==> config.mk <==
export PLATFORM = sky130hd
export DESIGN_NAME = rfc_ctrl
export DESIGN_NICKNAME = d
export VERILOG_FILES = /design/src/rtl/rfc_pkg.sv /design/src/rtl/rfc_interval_timer.sv /design/src/rtl/rfc_backlog.sv /design/src/rtl/rfc_init_seq.sv /design/src/rtl/rfc_strobe_seq.sv /design/src/rtl/rfc_ctrl.sv
export SDC_FILE = /design/constraint.sdc
export NUM_CORES = 1
export LEC_CHECK = 0
export ABC_AREA = 1
export BUFFER_PORTS_ARGS = -buffer_cell sky130_fd_sc_hd__buf_2
export CAP_MARGIN = 20
export CELL_PAD_IN_SITES_DETAIL_PLACEMENT = 0
export CELL_PAD_IN_SITES_GLOBAL_PLACEMENT = 1
export CORE_ASPECT_RATIO = 1.4
export CORE_MARGIN = 2
export CORE_UTILIZATION = 43
export DETAILED_ROUTE_END_ITERATION = 10
export PLACE_DENSITY = 0.81
export SYNTH_ARGS = -nofsm -noshare
export SYNTH_HDL_FRONTEND = slang
export SYNTH_SLANG_ARGS = --single-unit
==> constraint.sdc <==
create_clock -name clk -period 2.05 [get_ports clk]
set_input_delay 0.41 -clock clk [delete_from_list [all_inputs] [get_ports clk]]
set_output_delay 0.41 -clock clk [all_outputs]
set_load 0.01 [all_outputs]
==> src/rtl/rfc_pkg.sv <==
package rfc_pkg;

  typedef enum logic [2:0] {
    SQ_IDLE,
    SQ_PRE,
    SQ_CSR,
    SQ_BOTH,
    SQ_HOLD,
    SQ_RP
  } sq_state_t;

  // Round a nanosecond limit up to whole clock cycles, never below one.
  function automatic int unsigned ns_to_cycles(input int unsigned ns, input int unsigned clk_ns);
    int unsigned c;
    c = (ns + clk_ns - 1) / clk_ns;
    if (c == 0) c = 1;
    return c;
  endfunction

  function automatic int unsigned max2(input int unsigned a, input int unsigned b);
    return (a > b) ? a : b;
  endfunction

  // Row-low time left once the column strobe has been released.
  function automatic int unsigned hold_after_chr(input int unsigned ras_c, input int unsigned chr_c);
    return (ras_c > chr_c) ? (ras_c - chr_c) : 1;
  endfunction

endpackage

==> src/rtl/rfc_interval_timer.sv <==
module rfc_interval_timer #(
  parameter int unsigned PERIOD = 1560
) (
  input  logic clk,
  input  logic rst_n,
  input  logic en,
  output logic tick
);
  localparam int unsigned CW = $clog2(PERIOD + 1);

  logic [CW-1:0] cnt;

  always_ff @(posedge clk) begin
    if (!rst_n) begin
      cnt <= CW'(PERIOD - 1);
    end else if (en) begin
      if (cnt == '0) cnt <= CW'(PERIOD - 1);
      else           cnt <= cnt - 1'b1;
    end
  end

  assign tick = en && (cnt == '0);
endmodule

==> src/rtl/rfc_backlog.sv <==
module rfc_backlog #(
  parameter int unsigned MAX_CNT = 4,
  localparam int unsigned CW = $clog2(MAX_CNT + 1)
) (
  input  logic          clk,
  input  logic          rst_n,
  input  logic          inc,
  input  logic          dec,
  output logic [CW-1:0] count,
  output logic          nonzero
);
  always_ff @(posedge clk) begin
    if (!rst_n) begin
      count <= '0;
    end else begin
      unique case ({inc, dec})
        2'b10: if (count != CW'(MAX_CNT)) count <= count + 1'b1;
        2'b01: if (count != '0)           count <= count - 1'b1;
        default: count <= count;
      endcase
    end
  end

  assign nonzero = (count != '0);
endmodule

==> src/rtl/rfc_init_seq.sv <==
module rfc_init_seq #(
  parameter int unsigned WAIT_CYC = 20000,
  parameter int unsigned PRIME    = 8
) (
  input  logic clk,
  input  logic rst_n,
  input  logic accept,
  input  logic cyc_done,
  output logic wait_over,
  output logic prime_req,
  output logic ready
);
  localparam int unsigned WW = $clog2(WAIT_CYC + 1);
  localparam int unsigned PW = $clog2(PRIME + 1);

  logic [WW-1:0] wait_cnt;
  logic [PW-1:0] prime_left;

  always_ff @(posedge clk) begin
    if (!rst_n) begin
      wait_cnt   <= WW'(WAIT_CYC - 1);
      wait_over  <= 1'b0;
      prime_left <= PW'(PRIME);
      ready      <= 1'b0;
    end else begin
      if (!wait_over) begin
        if (wait_cnt == '0) wait_over <= 1'b1;
        else                wait_cnt  <= wait_cnt - 1'b1;
      end
      if (accept && prime_left != '0) prime_left <= prime_left - 1'b1;
      if (wait_over && prime_left == '0 && (cyc_done || PRIME == 0)) ready <= 1'b1;
    end
  end

  assign prime_req = wait_over && (prime_left != '0);
endmodule

==> src/rtl/rfc_strobe_seq.sv <==
module rfc_strobe_seq
  import rfc_pkg::*;
#(
  parameter int unsigned CPN  = 1,
  parameter int unsigned CSR  = 1,
  parameter int unsigned CHR  = 1,
  parameter int unsigned HOLD = 5,
  parameter int unsigned RP   = 4
) (
  input  logic clk,
  input  logic rst_n,
  input  logic start,
  output logic own,
  output logic ras_low,
  output logic cas_low,
  output logic done
);
  localparam int unsigned LMAX = max2(max2(CPN, CSR), max2(max2(CHR, HOLD), RP));
  localparam int unsigned CW   = $clog2(LMAX + 1);

  function automatic sq_state_t succ(input sq_state_t s);
    case (s)
      SQ_PRE:  return SQ_CSR;
      SQ_CSR:  return SQ_BOTH;
      SQ_BOTH: return SQ_HOLD;
      SQ_HOLD: return SQ_RP;
      default: return SQ_IDLE;
    endcase
  endfunction

  function automatic logic [CW-1:0] phase_len(input sq_state_t s);
    case (s)
      SQ_PRE:  return CW'(CPN - 1);
      SQ_CSR:  return CW'(CSR - 1);
      SQ_BOTH: return CW'(CHR - 1);
      SQ_HOLD: return CW'(HOLD - 1);
      SQ_RP:   return CW'(RP - 1);
      default: return '0;
    endcase
  endfunction

  sq_state_t     st;
  logic [CW-1:0] cnt;

  always_ff @(posedge clk) begin
    if (!rst_n) begin
      st  <= SQ_IDLE;
      cnt <= '0;
    end else if (st == SQ_IDLE) begin
      if (start) begin
        st  <= SQ_PRE;
        cnt <= phase_len(SQ_PRE);
      end
    end else if (cnt == '0) begin
      st  <= succ(st);
      cnt <= phase_len(succ(st));
    end else begin
      cnt <= cnt - 1'b1;
    end
  end

  assign own     = (st != SQ_IDLE);
  assign ras_low = (st == SQ_BOTH) || (st == SQ_HOLD);
  assign cas_low = (st == SQ_CSR) || (st == SQ_BOTH);
  assign done    = (st == SQ_RP) && (cnt == '0);
endmodule

==> src/rtl/rfc_ctrl.sv <==
module rfc_ctrl
  import rfc_pkg::*;
#(
  parameter int unsigned CLK_NS       = 10,
  parameter int unsigned INIT_NS      = 200000,
  parameter int unsigned PRIME_CYCLES = 8,
  parameter int unsigned REF_INT_NS   = 15600,
  parameter int unsigned CPN_NS       = 5,
  parameter int unsigned CSR_NS       = 5,
  parameter int unsigned CHR_NS       = 10,
  parameter int unsigned RAS_NS       = 60,
  parameter int unsigned RP_NS        = 40,
  parameter int unsigned LINES        = 4,
  parameter int unsigned MAX_BACKLOG  = 4
) (
  input  logic             clk,
  input  logic             rst_n,
  input  logic             ref_gnt,
  output logic             ref_req,
  output logic             ref_own,
  output logic             ready,
  output logic [LINES-1:0] ras_n,
  output logic [LINES-1:0] cas_n,
  output logic             we_n
);
  localparam int unsigned INIT_CYC = ns_to_cycles(INIT_NS, CLK_NS);
  localparam int unsigned REF_CYC  = ns_to_cycles(REF_INT_NS, CLK_NS);
  localparam int unsigned CPN_CYC  = ns_to_cycles(CPN_NS, CLK_NS);
  localparam int unsigned CSR_CYC  = ns_to_cycles(CSR_NS, CLK_NS);
  localparam int unsigned CHR_CYC  = ns_to_cycles(CHR_NS, CLK_NS);
  localparam int unsigned RAS_CYC  = max2(ns_to_cycles(RAS_NS, CLK_NS), CHR_CYC + 1);
  localparam int unsigned RP_CYC   = ns_to_cycles(RP_NS, CLK_NS);
  localparam int unsigned HOLD_CYC = hold_after_chr(RAS_CYC, CHR_CYC);
  localparam int unsigned BLW      = $clog2(MAX_BACKLOG + 1);

  // Named internal events, visible to the bound checker.
  logic           tick;
  logic           accept;
  logic           cyc_done;
  logic           wait_over;
  logic           prime_req;
  logic           bl_nz;
  logic [BLW-1:0] bl_count;
  logic           ras_low;
  logic           cas_low;

  rfc_init_seq #(.WAIT_CYC(INIT_CYC), .PRIME(PRIME_CYCLES)) u_init (
    .clk(clk), .rst_n(rst_n), .accept(accept), .cyc_done(cyc_done),
    .wait_over(wait_over), .prime_req(prime_req), .ready(ready)
  );

  rfc_interval_timer #(.PERIOD(REF_CYC)) u_timer (
    .clk(clk), .rst_n(rst_n), .en(ready), .tick(tick)
  );

  rfc_backlog #(.MAX_CNT(MAX_BACKLOG)) u_backlog (
    .clk(clk), .rst_n(rst_n), .inc(tick), .dec(accept && ready),
    .count(bl_count), .nonzero(bl_nz)
  );

  rfc_strobe_seq #(
    .CPN(CPN_CYC), .CSR(CSR_CYC), .CHR(CHR_CYC), .HOLD(HOLD_CYC), .RP(RP_CYC)
  ) u_seq (
    .clk(clk), .rst_n(rst_n), .start(accept), .own(ref_own),
    .ras_low(ras_low), .cas_low(cas_low), .done(cyc_done)
  );

  assign ref_req = !ref_own && (prime_req || (ready && bl_nz));
  assign accept  = ref_req && ref_gnt;
  assign we_n    = 1'b1;

  for (genvar g = 0; g < LINES; g++) begin : g_line
    assign ras_n[g] = ~ras_low;
    assign cas_n[g] = ~cas_low;
  end
endmodule

==> metrics.txt <==
root buf cell clkbuf_8; Critical Path Sink Type output pin; critical path fanouts, max 6; CTS tree done; global-route wire length before repair ~8000 um; FF+latch area between 800 and 900 um^2; DIE AREA 5840 um^2; most numerous cell in the Yosys netlist nand2_1; GRT Total Usage approximately 18%; Post-Route WL ~4600 um; DR iter-0 viols 28; multi-input logic area 1220 um^2; FILL cells approximately 560; Worst Hold Launch u_init.prime_left[0]; die height ~90 um; worst min path class register to register; nets 348; Final Skew about 0.0054 ns; Leak between 0.001 and 0.0015 uW; top cells by count, synth nand2_1 (56), dfxtp_1 (41), inv_1 (39); CTS max path bufs 2; via count roughly 2000; # hold bufs at CTS 0; initial antenna violation count 0; final core utilization between 40% and 50%; Diodes inserted 0; post-route ant nets 0; Final Instance Area between 2000 and 3000 um^2; final setup fails 0; hold path cells 1; Hold Path End u_init.prime_left[0]; pin count of the biggest net entering global routing 17; max cap viols 0; Clk pin slew, worst setup/hold paths 0.08 ns; period utilization just over 90%; Syn Nets between 300 and 400; status complete, no violations; drt drc 0; GP Congestion 0.765; total negative setup slack 0 ns; total power approximately 1900 uW; DP Worst Slack between 0.15 and 0.2 ns; VDD IR max between 400 and 500 uV; insertion delay to the later sink of the worst-skew pair 0.29 ns; Starting Density a little over two fifths; Synthesis Warnings 0; Buffers on Ports 13; number of H-tree branching levels 2; max frequency between 500 and 600 MHz; CP Data Arrival Time approximately 1.5 ns; R2R setup slack ~0.2 ns; Yosys cell types 29; CTS sink count about 40; crit path time final between 1.5 and 2 ns; setup ws final about 0.2 ns; row count 31; DRT Pass-1 Iters 4; R2R Path End u_backlog.count[2]; share of post-route cells with drive strength above 1 roughly a fifth; count of final hold-check violations 0; worst setup path category register to output pin; io pins 15; Slew HR a little over three fifths; Core Area ~5100 um^2; drt via density between 4 and 5; Worst Max-Slew Pin Slew approximately 0.56 ns; Yosys top cell by area dfxtp_1; Placed Area roughly 2400 um^2; r2r worst-path depth 16; routed len/inst between 10 and 15 um; FF-to-FF Start u_timer.cnt[0]; number of enable flip-flop cells after synthesis 0; Overflow after GRT 0; mapped cell area ~2300 um^2; syn_area_per_cell 7.08 um^2; post-synth top area share 36.5%; HPWL after detailed placement roughly 3500 um; Post-synth top flop dfxtp_1; sequential element share of the synthesized area between 30% and 40%; Num CTS Buffers 5; top cells by area, synth dfxtp_1 (36%), nand2_1 (9.3%), inv_1 (6.5%); Chip Width approximately 65 um; Startpoint Class register; pwr/cell area approximately 740 nW/um^2; synth-to-layout area growth 11.5%; Mapped Cells 318; asr flop ratio synth 0%; Critical Path RT around 1.6 ns; max-slew violation count 0; vias in the first global route 1854; flops & latches, synth ~40
==> per-stage QoR <==
step / cells / hold slack [ns]
floorplan: 318 / 0.422
global placement: 393 / 0.433
detailed placement: 393 / 0.445
CTS: 401 / 0.430
global route: 404 / 0.440
finish: 404 / 0.430
==> layout by cell type, fill, tap and decap left out, types with 2 or more instances in the layout <==
cell type	instances
dfxtp_2	4
buf_4	10
inv_2	6
or2_1	2
nor2_2	4
ha_2	3
o21ai_0	19
xor2_1	12
inv_1	36
clkbuf_8	5
o211ai_1	4
xnor2_1	3
or2_2	2
nand4_1	6
ha_1	5
o21ai_2	2
nand2_2	7
nor3_1	10
clkinv_2	2
nor2_1	37
nor2_4	3
a21oi_1	23
nand2_1	54
buf_2	13
nand3_1	21
dfxtp_1	37
==> sequential cells by signal, summed over array words and instances, names as in the netlist <==
signal,flops
u_init.wait_cnt,15
u_timer.cnt,11
u_init.prime_left,4
u_backlog.count,3
u_seq.cnt,3
u_seq.st,3
u_init.ready,1
u_init.wait_over,1
==> worst max path at each step <==
stage	depth (start not counted)	startpoint	slack, ns	to
final	6	u_seq.st[1]	0.19	ref_req
after global routing	16	u_timer.cnt[0]	-0.02	u_backlog.count[2]
after detailed placement	16	u_timer.cnt[0]	0.16	u_backlog.count[2]
after global placement	16	u_timer.cnt[0]	0.19	u_backlog.count[2]
after CTS	16	u_timer.cnt[0]	0.14	u_backlog.count[2]
after floorplan	16	u_init.prime_left[0]	0.24	u_backlog.count[2]
==> cells by family (layout without fill, tap and decap cells) <==
logic type	after synthesis	after routing	synth area share, %
fa+ha+maj	8	8	4.45
simple gates	150	150	30.8
compound gates	50	50	12.0
buf+inv	53	73	10.3
flops	41	41	36.5
xor+xnor	15	15	5.84
other cells	1	1	0.167
==> per-layer routing <==
layer | routed length [um] | GRT usage (%) | up-vias
met1 | 1980 | 19.4 | 906
met2 | 2410 | 33.6 | 20
li1 | - | - | 1047
met4 | 89 | 7.39 | 0
met5 | 0 | 0 | -
met3 | 103 | 3.74 | 5
==> layout make-up <==
class | instances | share of cell area [%]
well taps | 66 | 3.29
clock buffers | 6 | 2.89
clock inverters | 2 | 0.399
repair buffers | 23 | 5.59
inverters | 42 | 6.28
multi-input cells | 224 | 48.6
flip-flops and latches | 41 | 32.9
==> worst max-delay path, cell delays in order, from the launching register on <==
cell and delay (ns):
dfxtp_1 0.35, inv_2 0.08, nand2_1 0.12, nor2_4 0.16, inv_1 0.14, a21oi_1 0.15, buf_2 0.15
==> where the power goes <==
group | internal, uW | leakage (uW) | switching, uW
Sequential | 842 | 0.000332 | 35.3
Clock | 236 | 0.0000450 | 287
Combinational | 151 | 0.000659 | 310
Total | 1230 | 0.00104 | 632
==> timing repair <==
| action | CTS | global route |
|---|---|---|
| gates resized for setup | 0 | 14 |
| setup buffers | 0 | 3 |
| endpoints found under the setup margin | 0 | 1 |
Note: power is estimated with default switching activity, not from simulation.
